File: config.mk
export PLATFORM = sky130hd
export DESIGN_NAME = skew_bcast_top
export DESIGN_NICKNAME = d
export VERILOG_FILES = /design/src/rtl/skew_bcast_pkg.sv /design/src/rtl/skew_tap_select.sv /design/src/rtl/skew_stage.sv /design/src/rtl/skew_flush_track.sv /design/src/rtl/skew_bcast_top.sv
export SDC_FILE = /design/constraint.sdc
export NUM_CORES = 1
export LEC_CHECK = 0
export BUFFER_PORTS_ARGS = -buffer_cell sky130_fd_sc_hd__clkbuf_2
export CORE_ASPECT_RATIO = 1.75
export CORE_MARGIN = 2
export CORE_UTILIZATION = 50
export CTS_CLUSTER_DIAMETER = 50
export DETAILED_ROUTE_END_ITERATION = 8
export PLACE_DENSITY = 0.77
export SYNTH_ARGS = -nofsm -noshare
export SYNTH_HDL_FRONTEND = slang
export SYNTH_SLANG_ARGS = --single-unit
export TNS_END_PERCENT = 1
File: constraint.sdc
create_clock -name clk -period 15.3 [get_ports clk]
set_input_delay 3.825 -clock clk [delete_from_list [all_inputs] [get_ports clk]]
set_output_delay 3.825 -clock clk [all_outputs]
set_load 0.02 [all_outputs]
File: src/rtl/skew_bcast_pkg.sv
package skew_bcast_pkg;

  // Distance 0 behaves as distance 1.
  function automatic int unsigned sb_eff_dist(input int unsigned k);
    return (k == 0) ? 1 : k;
  endfunction

  // Number of idle cycles needed before every used path is fresh.
  function automatic int unsigned sb_flush_len(input int unsigned k, input int unsigned n_pe);
    int unsigned ke;
    ke = sb_eff_dist(k);
    if (ke > n_pe) ke = n_pe;
    return ke - 1;
  endfunction

endpackage

File: src/rtl/skew_tap_select.sv
// Derives each stage's selector setting from the registered distance by
// walking a phase counter along the array.
module skew_tap_select #(
  parameter int NUM_PE = 8,
  parameter int K_W    = $clog2(NUM_PE + 1)
) (
  input  logic [K_W-1:0]    dist_q,
  output logic [NUM_PE-1:0] take_bus
);
  localparam int PH_W = K_W + 1;

  logic [PH_W-1:0] dist_eff;
  logic [PH_W-1:0] phase [NUM_PE];

  assign dist_eff = (dist_q == '0) ? PH_W'(1) : {1'b0, dist_q};
  assign phase[0] = '0;
  assign take_bus[0] = 1'b1;

  genvar n;
  generate
    for (n = 1; n < NUM_PE; n++) begin : g_phase
      logic [PH_W-1:0] step;
      assign step        = phase[n-1] + PH_W'(1);
      assign phase[n]    = (step >= dist_eff) ? '0 : step;
      assign take_bus[n] = (phase[n] == '0);
    end
  endgenerate

endmodule

File: src/rtl/skew_stage.sv
// One array position after PE0: a delay register plus a bypass selector.
module skew_stage #(
  parameter int INSTR_W = 16
) (
  input  logic               clk,
  input  logic               rst,
  input  logic               take_bus,
  input  logic               bus_v,
  input  logic [INSTR_W-1:0] bus_w,
  input  logic               prev_v,
  input  logic [INSTR_W-1:0] prev_w,
  output logic               tap_v,
  output logic [INSTR_W-1:0] tap_w
);
  logic               hold_v;
  logic [INSTR_W-1:0] hold_w;

  always_ff @(posedge clk) begin
    if (rst) begin
      hold_v <= 1'b0;
      hold_w <= '0;
    end else begin
      hold_v <= prev_v;
      hold_w <= prev_w;
    end
  end

  always_comb begin
    if (take_bus) begin
      tap_v = bus_v;
      tap_w = bus_w;
    end else begin
      tap_v = hold_v;
      tap_w = hold_w;
    end
  end

endmodule

File: src/rtl/skew_flush_track.sv
// Registers the distance setting and tracks the idle cycles needed to clear
// the chain after it changes.
module skew_flush_track #(
  parameter int NUM_PE = 8,
  parameter int K_W    = $clog2(NUM_PE + 1)
) (
  input  logic           clk,
  input  logic           rst,
  input  logic [K_W-1:0] cfg_k,
  input  logic           bus_valid,
  output logic [K_W-1:0] dist_q,
  output logic           ready
);
  import skew_bcast_pkg::*;

  localparam int C_W = K_W + 1;

  logic [C_W-1:0] idle_cnt;
  logic [C_W-1:0] need_new;
  logic [C_W-1:0] need_cur;
  logic           ready_q;
  logic           changed;

  assign need_new = C_W'(sb_flush_len(int'(cfg_k), NUM_PE));
  assign need_cur = C_W'(sb_flush_len(int'(dist_q), NUM_PE));
  assign changed  = (cfg_k != dist_q);
  assign ready    = ready_q;

  always_ff @(posedge clk) begin
    if (rst) begin
      dist_q   <= cfg_k;
      idle_cnt <= '0;
      ready_q  <= 1'b1;
    end else if (changed) begin
      dist_q   <= cfg_k;
      idle_cnt <= '0;
      ready_q  <= (need_new == '0);
    end else if (!ready_q) begin
      if (bus_valid) begin
        idle_cnt <= '0;
      end else begin
        idle_cnt <= idle_cnt + C_W'(1);
        if (idle_cnt + C_W'(1) == need_cur) ready_q <= 1'b1;
      end
    end
  end

  // a change needing a flush drops ready on the next cycle
  assert_drop_on_change_R7: assert property (@(posedge clk) disable iff (rst)
    (changed && need_new != '0) |=> !ready);

  // the idle count never reaches the flush length while still waiting
  assert_count_bound_R7: assert property (@(posedge clk) disable iff (rst)
    !ready |-> (idle_cnt < need_cur));

  // ready holds while the setting is unchanged
  assert_hold_ready_R9: assert property (@(posedge clk) disable iff (rst)
    (ready && !changed) |=> ready);

  // ready is high right after reset
  assert_ready_after_reset_R6: assert property (@(posedge clk) disable iff (rst)
    $past(rst) |-> ready);

endmodule

File: src/rtl/skew_bcast_top.sv
module skew_bcast_top #(
  parameter int NUM_PE  = 8,
  parameter int INSTR_W = 16,
  parameter int K_W     = $clog2(NUM_PE + 1)
) (
  input  logic                        clk,
  input  logic                        rst,
  input  logic                        bus_valid,
  input  logic [INSTR_W-1:0]          bus_instr,
  input  logic [K_W-1:0]              cfg_k,
  output logic                        cfg_ready,
  output logic [NUM_PE-1:0]           pe_valid,
  output logic [NUM_PE*INSTR_W-1:0]   pe_instr
);
  logic [K_W-1:0]    dist_q;
  logic [NUM_PE-1:0] take_bus;
  logic              tap_v [NUM_PE];
  logic [INSTR_W-1:0] tap_w [NUM_PE];

  skew_flush_track #(.NUM_PE(NUM_PE), .K_W(K_W)) u_track (
    .clk       (clk),
    .rst       (rst),
    .cfg_k     (cfg_k),
    .bus_valid (bus_valid),
    .dist_q    (dist_q),
    .ready     (cfg_ready)
  );

  skew_tap_select #(.NUM_PE(NUM_PE), .K_W(K_W)) u_sel (
    .dist_q   (dist_q),
    .take_bus (take_bus)
  );

  // PE0 has neither register nor selector.
  assign tap_v[0] = bus_valid;
  assign tap_w[0] = bus_instr;

  genvar n;
  generate
    for (n = 1; n < NUM_PE; n++) begin : g_stage
      skew_stage #(.INSTR_W(INSTR_W)) u_stage (
        .clk      (clk),
        .rst      (rst),
        .take_bus (take_bus[n]),
        .bus_v    (bus_valid),
        .bus_w    (bus_instr),
        .prev_v   (tap_v[n-1]),
        .prev_w   (tap_w[n-1]),
        .tap_v    (tap_v[n]),
        .tap_w    (tap_w[n])
      );

      // a delayed tap carries the previous tap's valid from one cycle back
      assert_valid_follows_R5: assert property (@(posedge clk) disable iff (rst || !cfg_ready)
        !take_bus[n] |-> (tap_v[n] == $past(tap_v[n-1])));
    end

    for (n = 0; n < NUM_PE; n++) begin : g_out
      assign pe_valid[n]                   = tap_v[n];
      assign pe_instr[n*INSTR_W +: INSTR_W] = tap_w[n];
    end
  endgenerate

  // after reset, an idle bus gives NOPs at every PE
  assert_reset_nop_R6: assert property (@(posedge clk) disable iff (rst)
    ($past(rst) && !bus_valid) |-> (pe_valid == '0));

  // PE0 always follows the bus
  assert_pe0_live_R1: assert property (@(posedge clk) disable iff (rst)
    pe_valid[0] == bus_valid);

endmodule

=== After elaboration in Yosys (flattened, before gate mapping) ===
Cells that the tools add are included.
W data, S select, Z words.

* Register bits after elaboration: 129
* Bits of input ports: 23
* Output and inout bits: 137
* Logic and storage cells: 82

* Add/sub/neg operators: 9
* $lt $le $gt $ge: 9
* Equality and inequality tests: 2
* Multiplexer cells: 33
* Reduce and logical (&&, ||, !) cells: 12

{| class="wikitable"
|+ Operators by type and width
! cell !! number
|-
| $mux W16 || 7
|-
| $gt A32 B4 Y1 const B || 2
|-
| $logic_not A5 Y1 || 8
|-
| $add A5 B1 Y5 const B || 7
|-
| $mux W5 || 7
|-
| $ge A5 B5 Y1 || 6
|-
| $mux W4 || 7
|-
| $mux W1 || 12
|-
| $sub A5 B1 Y5 const B || 2
|-
| $logic_not A4 Y1 || 2
|-
| $eq A5 B5 Y1 || 1
|-
| $ge A1 B5 Y1 const A || 1
|-
| $ne A4 B4 Y1 || 1
|-
| $reduce_bool A2 Y1 || 1
|-
| $reduce_or A2 Y1 || 1
|}

=== Logic depth before layout (Yosys ltp) ===
Gate-level depths: netlist of the first run.

* Depth in word-level cells: 24
* Depth in mapped cells: 43
* Depth with buffers taken out: 38

=== Hierarchy ===
A second synthesis of the first run with hierarchy kept.

* Cell total of the unflattened synthesis: 564
* Area, all modules: 6520.0 um^2

{| class="wikitable"
|+ By module, submodules not included
! module !! times used !! cells each !! area an instance (um^2) !! seq. area each (um^2)
|-
| skew_stage || 7 || 54 || 711.9 || 340.3
|-
| skew_tap_select || 1 || 108 || 798.3 || 0.0
|-
| skew_flush_track || 1 || 61 || 610.6 || 240.2
|-
| skew_bcast_top || 1 || 17 || 127.6 || 0.0
|}

=== Worst setup path after synthesis of the first run ===
No wires, ideal clock.

* Path kind: register to output
* Start point: reg u_track.dist_q[3]
* End point: out pe_instr[114]
* Arrival time: 8.554 ns
* Data required time: 11.475 ns
* Path slack: 2.921 ns
* Stages on the path, launching flop included: 42
* Buffers on the path: 5
* Cell sequence: edfxtp_1 -> buf_2 -> or2_0 -> buf_2 -> nor2_1 -> clkbuf_1 -> clkbuf_1 -> inv_1 -> ha_1 -> nand2_1 -> and2_1 -> a21oi_1 -> inv_1 -> ha_1 -> ha_1 -> or3_4 -> a31oi_4 -> nor2_1 -> (+6 left out) -> xnor2_1 -> nand2_1 -> or3_1 -> a31oi_1 -> ha_1 -> ha_1 -> a21oi_1 -> nor2_1 -> a21oi_1 -> and2_1 -> inv_1 -> ha_1 -> ha_1 -> a21oi_1 -> nor2_1 -> a221oi_4 -> buf_12 -> mux2_4

* Word-level cells in the longest chain between the ends: 24

{| class="wikitable"
|+ Ends and longest elaborated chain
! element !! line !! source
|-
| start: declaration || skew_flush_track.sv:11 || <nowiki>output logic [K_W-1:0] dist_q,</nowiki>
|-
| start signal: assignment || skew_flush_track.sv:31 || <nowiki>dist_q <= cfg_k;</nowiki>
|-
| start signal: assignment || skew_flush_track.sv:35 || <nowiki>dist_q <= cfg_k;</nowiki>
|-
| $logic_not A4 Y1 || skew_tap_select.sv:15 || <nowiki>assign dist_eff = (dist_q == '0) ? PH_W'(1) : {1'b0, dist_q};</nowiki>
|-
| $mux W4 (*) || skew_tap_select.sv:15 ||
|-
| $ge A1 B5 Y1 || skew_tap_select.sv:24 || <nowiki>assign phase[n] = (step >= dist_eff) ? '0 : step;</nowiki>
|-
| $mux W1 || skew_tap_select.sv:24 ||
|-
| $add A5 B1 Y5 || skew_tap_select.sv:23 || <nowiki>assign step = phase[n-1] + PH_W'(1);</nowiki>
|-
| $ge A5 B5 Y1 || skew_tap_select.sv:24 ||
|-
| $mux W5 || skew_tap_select.sv:24 ||
|-
| $add A5 B1 Y5 || skew_tap_select.sv:23 ||
|-
| (+8 left out) || n/a ||
|-
| $add A5 B1 Y5 || skew_tap_select.sv:23 ||
|-
| $ge A5 B5 Y1 || skew_tap_select.sv:24 ||
|-
| $mux W5 || skew_tap_select.sv:24 ||
|-
| $add A5 B1 Y5 || skew_tap_select.sv:23 ||
|-
| $ge A5 B5 Y1 || skew_tap_select.sv:24 ||
|-
| $mux W5 (*) || skew_tap_select.sv:24 ||
|-
| $logic_not A5 Y1 (*) || skew_tap_select.sv:25 || <nowiki>assign take_bus[n] = (phase[n] == '0);</nowiki>
|-
| $mux W16 (*) || skew_stage.sv:29 || <nowiki>if (take_bus) begin</nowiki>
|-
| end: declaration || skew_bcast_top.sv:13 || <nowiki>output logic [NUM_PE*INSTR_W-1:0] pe_instr</nowiki>
|}

Mark *: on every way between the ends. The rest lies on a longest branch, timed or not.

=== Final worst setup path of the first run ===
* Start point: reg u_track.dist_q[3]
* End point: out pe_instr[118]

The elaborated chain is that of the path after synthesis.

==> run metrics, run 1 <==
outcome finished, final reports clean; final hold violations 0; crit-path max FO 19; PwrDens 161 mW/mm^2; Post-Synthesis Cell Area 0.00630 mm^2; CP Depth 39; Rows 54; Pins Over Slew Limit 0; Hold Crit Class flip-flop to flip-flop; number of enable flip-flop cells after synthesis 4; latest clock arrival within the worst-skew pair 410 ps; Clock transition at path regs 60 ps; fraction of layout instances using a drive strength above 1 47.7%; design area 0.00766 mm^2; WL/cell 16.9 um; slowest stage delay, CP 840 ps; fmax 70.7 MHz; Slew HR 27.2%; CP delay by family, top adder cells; drt pass-1 iters 4; Post-Route WL 15.1 mm; Routed Antenna Nets 0; static leakage 3.51 nW; gpl congestion 0.869; final worst path period share 92.4%; Startpoint Class flip-flop; die span in x 88.9 um; Area growth syn-to-layout 21.5%; met2 WL 8.16 mm; ys async rst share 0%; ANT cells 0; Setup crit end kind primary output; starting density of the core 51.0%; grt ovf 0; CTS tree done; Post-CTS Repair Setup Buffers 0; first-pass GRT wire length 24.3 mm; syn_area_per_cell 10.8 um^2; top cells by count, synth mux2_2, dfxtp_1, nor2b_1; GRT Total Usage 22.9%; clock tree root buffer cell clkbuf_16; clk_skew 6.71 ps; 1st-iter DRT viols 191; cells after synthesis 586; die height 153 um; Worst Path Required 11480 ps; Highest Signal Layer met4; vias in the first global route 4855; Critical Path Slowest Stage Cell a221oi_4; Synth top area share 39.7%; metal3 WL 804 um; DRC violations left 0; post-synth cell types 47; syn nets 628; fillers 1025; maxcap violations 0; YS warnings 0; H-tree Lvls 4; minimum clock period 14140 ps; setup TNS 0 ps; RSZ-0062 raised after global routing no; Top FF cell, synth dfxtp_1; crit path to pe_instr[118]; CTS sink count 129; cts repair resizes 0; largest area contributor in the netlist dfxtp_1; most frequent CP cell ha_1; Yosys reg bits 129; pin count of the biggest net entering global routing 64; R2R Setup Slk 6410 ps; # IOs 160; I/O Buffers 159; arrival time at the worst endpoint 10310 ps; VDD IR-drop max 104 uV; worst reg2reg path depth 34; Final HPWL DP 10.6 mm; Finish-stage setup viols 0; kind of critical path flip-flop to primary output; Pwr Total 0.00123 W; number of hold buffers added after CTS 0; initial antenna violation count 0; dpl cell area 0.00703 mm^2; CP startpoint u_track.dist_q[3]; CP bufs+invs 7; Seq/Total Area, Yosys 41.6%; R2R Path End g_stage[7].u_stage.hold_w[4]; Reg-to-Reg Start u_track.dist_q[3]; Core ar. 0.0124 mm^2; Area contributors post-synth dfxtp_1, mux2_2, nor2b_1; clk buf depth 2; Final nets 754; Die ar. 0.0136 mm^2; Vias 4660; wire length on met1 5.74 mm; measured slew at the worst slew-check pin 1090 ps; Vias per Instance 5.22; count leader, synth mux2_2; TritonCTS buffer count 17
==> flip-flops by register name, summed over array words and instances (netlist names) <==
name	cells
g_stage.u_stage.hold_v	7
g_stage.u_stage.hold_w	112
u_track.dist_q	4
u_track.idle_cnt	5
u_track.ready	1
==> placed cells by master, fill, tap and decap left out, types with 2 or more instances in the layout <==
| cell | synthesis | final |
|---|---|---|
| clkbuf_2 | 0 | 158 |
| mux2_2 | 126 | 126 |
| dfxtp_1 | 125 | 125 |
| nor2b_1 | 123 | 123 |
| ha_1 | 19 | 19 |
| clkbuf_16 | 0 | 17 |
| xnor2_1 | 14 | 14 |
| inv_1 | 13 | 13 |
| nor2_1 | 13 | 12 |
| a21oi_1 | 12 | 12 |
| mux2_4 | 10 | 10 |
| nand2_1 | 8 | 7 |
| nand2b_1 | 7 | 7 |
| o21ai_0 | 6 | 6 |
| buf_4 | 25 | 6 |
| and2_1 | 4 | 4 |
| a31oi_1 | 4 | 4 |
| nand3_1 | 4 | 4 |
| nor3_1 | 4 | 4 |
| xor2_1 | 4 | 4 |
| bufinv_16 | 0 | 4 |
| inv_6 | 0 | 4 |
| edfxtp_1 | 4 | 4 |
| or2_2 | 3 | 3 |
| clkinv_4 | 0 | 3 |
| or3_1 | 2 | 2 |
| a311oi_1 | 2 | 2 |
| nand3b_1 | 2 | 2 |
| clkinvlp_4 | 0 | 2 |
| clkinv_2 | 0 | 2 |
==> routing by layer <==
layer / GRT usage [%] / up-vias
met4: 8.95 / 0
met3: 6.01 / 27
li1: - / 2213
met5: 0 / -
met1: 25.1 / 2277
met2: 40.8 / 143
==> worst reg2reg max path, delay by kind of cell (launching register included) <==
kind / cells / cell delay [ps]
and+or+nand+nor: 13 / 3230
DFF: 1 / 620
muxes: 1 / 470
adders and majority gates: 8 / 2370
AOI/OAI and AO/OA: 5 / 1140
xor gates and xnor gates: 2 / 350
buffers and inverters: 5 / 620
==> how the worst min path moves through the flow <==
stage	slack, ps	from	to	cells after the start
CTS	510	u_track.idle_cnt[4]	u_track.idle_cnt[4]	2
global route	560	u_track.idle_cnt[4]	u_track.idle_cnt[4]	2
finish	510	u_track.idle_cnt[4]	u_track.idle_cnt[4]	2
floorplan	470	u_track.idle_cnt[4]	u_track.idle_cnt[4]	2
global placement	490	u_track.idle_cnt[4]	u_track.idle_cnt[4]	2
detailed placement	500	u_track.idle_cnt[4]	u_track.idle_cnt[4]	2
==> report_power, final <==
group	switching (W)	internal (W)
Combinational	0.000245	0.000182
Clock	0.000156	0.000275
Sequential	0.0000105	0.000364
Total	0.000412	0.000821
==> kinds of logic (layout without fill, tap and decap cells) <==
kind of cell / after synthesis / after routing / share of synthesized area, %
AO/OA/AOI/OAI: 35 / 35 / 4.25
AND/OR/NAND/NOR: 179 / 179 / 17.0
flip-flops: 129 / 129 / 41.6
buffers and inverters: 70 / 209 / 6.03
XOR/XNOR: 18 / 18 / 2.50
adder cells (fa/ha/maj): 19 / 19 / 3.77
multiplexers: 136 / 136 / 24.9
==> cell type report <==
cell class              instances  area (um^2)  share of cell area, %
flip-flops and latches        129         2620                   34.2
multi-input cells             387         3310                   43.2
repair buffers                164          836                   10.9
well taps                     168          210                   2.74
clock inverters                15          206                   2.70
clock buffers                  17          425                   5.55
inverters                      13         48.8                  0.637
==> through the flow <==
| stage | hold WS, ps | setup WS [ps] | util (%) | cells |
|---|---|---|---|---|
| global route | 559 | 537 | 62.0 | 893 |
| global placement | 486 | 2130 | 56.8 | 861 |
| CTS | 513 | 1160 | 62.0 | 893 |
| detailed placement | 504 | 1680 | 56.8 | 861 |
| finish | 508 | 1160 | 62.0 | 893 |
| floorplan | 471 | 2920 | - | 586 |
Power figures use the tool's default switching activity.
==> run 2: changes to the inputs <==
- GPL_TIMING_DRIVEN: not set -> 0
- PLACE_DENSITY: 0.77 -> not set
- PLACE_DENSITY_LB_ADDON: not set -> 0.08
==> run 2 against run 1 <==
Net effect: register-to-register slack worse by 620 ps; power up 1.6%; hold slack worse by 3.8 ps; design area up 3.7%; flip-flop and latch count unchanged; critical path depth up 3; clock power about the same; utilization up 2.3 points; non-clock buffer count up 51; combinational power up 5.2%; die area unchanged; sequential share of layout area down 1.2 points; critical endpoint is now pe_instr[121]; highest routed layer unchanged.
==> run metrics, run 2 (synthesis gave the netlist of run 1 again) <==
Vias per Instance 5.08; CP delay by family, top adder cells; DRC violations left 0; Placed Cells 912; number of hold buffers added after CTS 0; Hold Crit Depth 2; vias in the first global route 5040; outcome finished, final reports clean; final worst path period share 95.0%; fillers 1068; CP bufs+invs 10; Final nets 805; clock share of power 34.5%; die span in x 88.9 um; Hold Startpoint u_track.idle_cnt[4]; P_int 0.000841 W; clock tree root buffer cell clkbuf_16; VDD IR-drop max 115 uV; GRT Total Usage 25.4%; grt ovf 0; drt pass-1 iters 4; 1st-iter DRT viols 158; Sw Share 32.9%; # IOs 160; fraction of layout instances using a drive strength above 1 47.5%; arrival time at the worst endpoint 10720 ps; die height 153 um; most frequent cells in the layout clkbuf_2, mux2_2, dfxtp_1; Slew HR 38.3%; Endpoint, Worst Hold u_track.idle_cnt[4]; sequential power share 29.6%; kind of critical path flip-flop to primary output; CP Depth 42; first-pass GRT wire length 26.1 mm; maxcap violations 0; measured slew at the worst slew-check pin 919 ps; Area growth syn-to-layout 25.9%; Setup crit end kind primary output; Hold Crit Class flip-flop to flip-flop; I/O Buffers 158; Critical Path Slowest Stage Cell clkbuf_1; most flop-heavy register g_stage.u_stage.hold_w; clk_skew 7.02 ps; clk buf depth 2; Post-Route WL 16.7 mm; final hold violations 0; Finish-stage setup viols 0; Largest register FFs 112; commonest non-fill, non-tap cell in the layout clkbuf_2; crit-path max FO 10; CTS tree done; Final HPWL DP 12.3 mm; Reg-to-Reg Start u_track.dist_q[2]; most frequent CP cell ha_1; pin count of the biggest net entering global routing 17; initial antenna violation count 0; CTS sink count 129; Post-CTS Repair Setup Buffers 0; starting density of the core 51.0%; Rows 54; CP startpoint u_track.dist_q[2]; static leakage 3.67 nW; Core ar. 0.0124 mm^2; H-tree Lvls 4; minimum clock period 14540 ps; Vias 4790; setup TNS 0 ps; ANT cells 0; fmax 68.8 MHz; latest clock arrival within the worst-skew pair 410 ps; Die ar. 0.0136 mm^2; Clock transition at path regs 60 ps; Psw 0.000412 W; combinational power share 35.9%; R2R Setup Slk 5790 ps; PwrDens 158 mW/mm^2; WL/cell 17.7 um; Routed Antenna Nets 0; Non-Filler Instances 943; worst reg2reg path depth 38; RSZ-0062 raised after global routing no; Worst Path Required 11480 ps; Startpoint Class flip-flop; R2R Path End g_stage[7].u_stage.hold_w[10]; Pins Over Slew Limit 0; cts repair resizes 0; TritonCTS buffer count 17; gpl congestion 0.870; slowest stage delay, CP 620 ps; Regs by FF count g_stage.u_stage.hold_w: 112 flops, g_stage.u_stage.hold_v: 7 flops, u_track.idle_cnt: 5 flops
-- run 2: how the worst max path moves through the flow --
stage                     to  slack, ps
4_1_cts        pe_instr[119]        630
5_1_grt        pe_instr[119]          8
6_report       pe_instr[121]        760
3_5_place_dp   pe_instr[119]       1110
2_1_floorplan  pe_instr[114]       2920
3_3_place_gp   pe_instr[119]       1340
-- run 2: worst reg2reg max path: cells and delay by family (launching register included) --
kind                     cells  cell delay (ps)
adder cells (fa/ha/maj)      8             2360
AND/OR/NAND/NOR             13             2550
AO/OA/AOI/OAI                5             1160
flip-flops                   1              350
multiplexers                 1              380
buffers and inverters        9             2260
XOR/XNOR                     2              340
-- run 2: stage by stage --
stage          cell area (um^2)  util (%)  setup WS (ps)  power (W)  hold WS [ps]
6_report                   7940      64.2            759    0.00125           505
4_1_cts                    7940      64.2            632    0.00126           502
3_5_place_dp               7310      59.1           1110   0.000829           492
2_1_floorplan              6300         -           2920   0.000702           471
5_1_grt                    7940      64.2           7.83    0.00131           539
3_3_place_gp               7310      59.1           1340   0.000824           484
-- run 2: per-layer routing --
metal	vias up	share of wire, %	wire (um)	GRT usage, %
met2	135	55	9080	46.1
met4	0	2.6	430	9.74
li1	2311	-	-	-
met3	32	5.5	910	7.58
met1	2312	37	6240	26.5
met5	-	0	0	0
-- run 2: layout make-up --
cell class | instances | area [um^2] | area share [%]
multi-input combinational | 387 | 3300 | 41.6
clock buffer | 19 | 453 | 5.70
buffer | 57 | 332 | 4.18
clock inverter | 12 | 181 | 2.28
sequential | 129 | 2620 | 33.0
inverter | 13 | 48.8 | 0.615
timing repair buffer | 158 | 791 | 9.96
tap | 168 | 210 | 2.65
-- run 2: power groups by stage --
stage	clock network (W)	registers [W]	logic, W
finish	0.000432	0.000371	0.000449
global route	0.000453	0.000373	0.000480
CTS	0.000436	0.000371	0.000453
detailed placement	0	0.000378	0.000451
global placement	0	0.000377	0.000447
floorplan	0	0.000376	0.000326
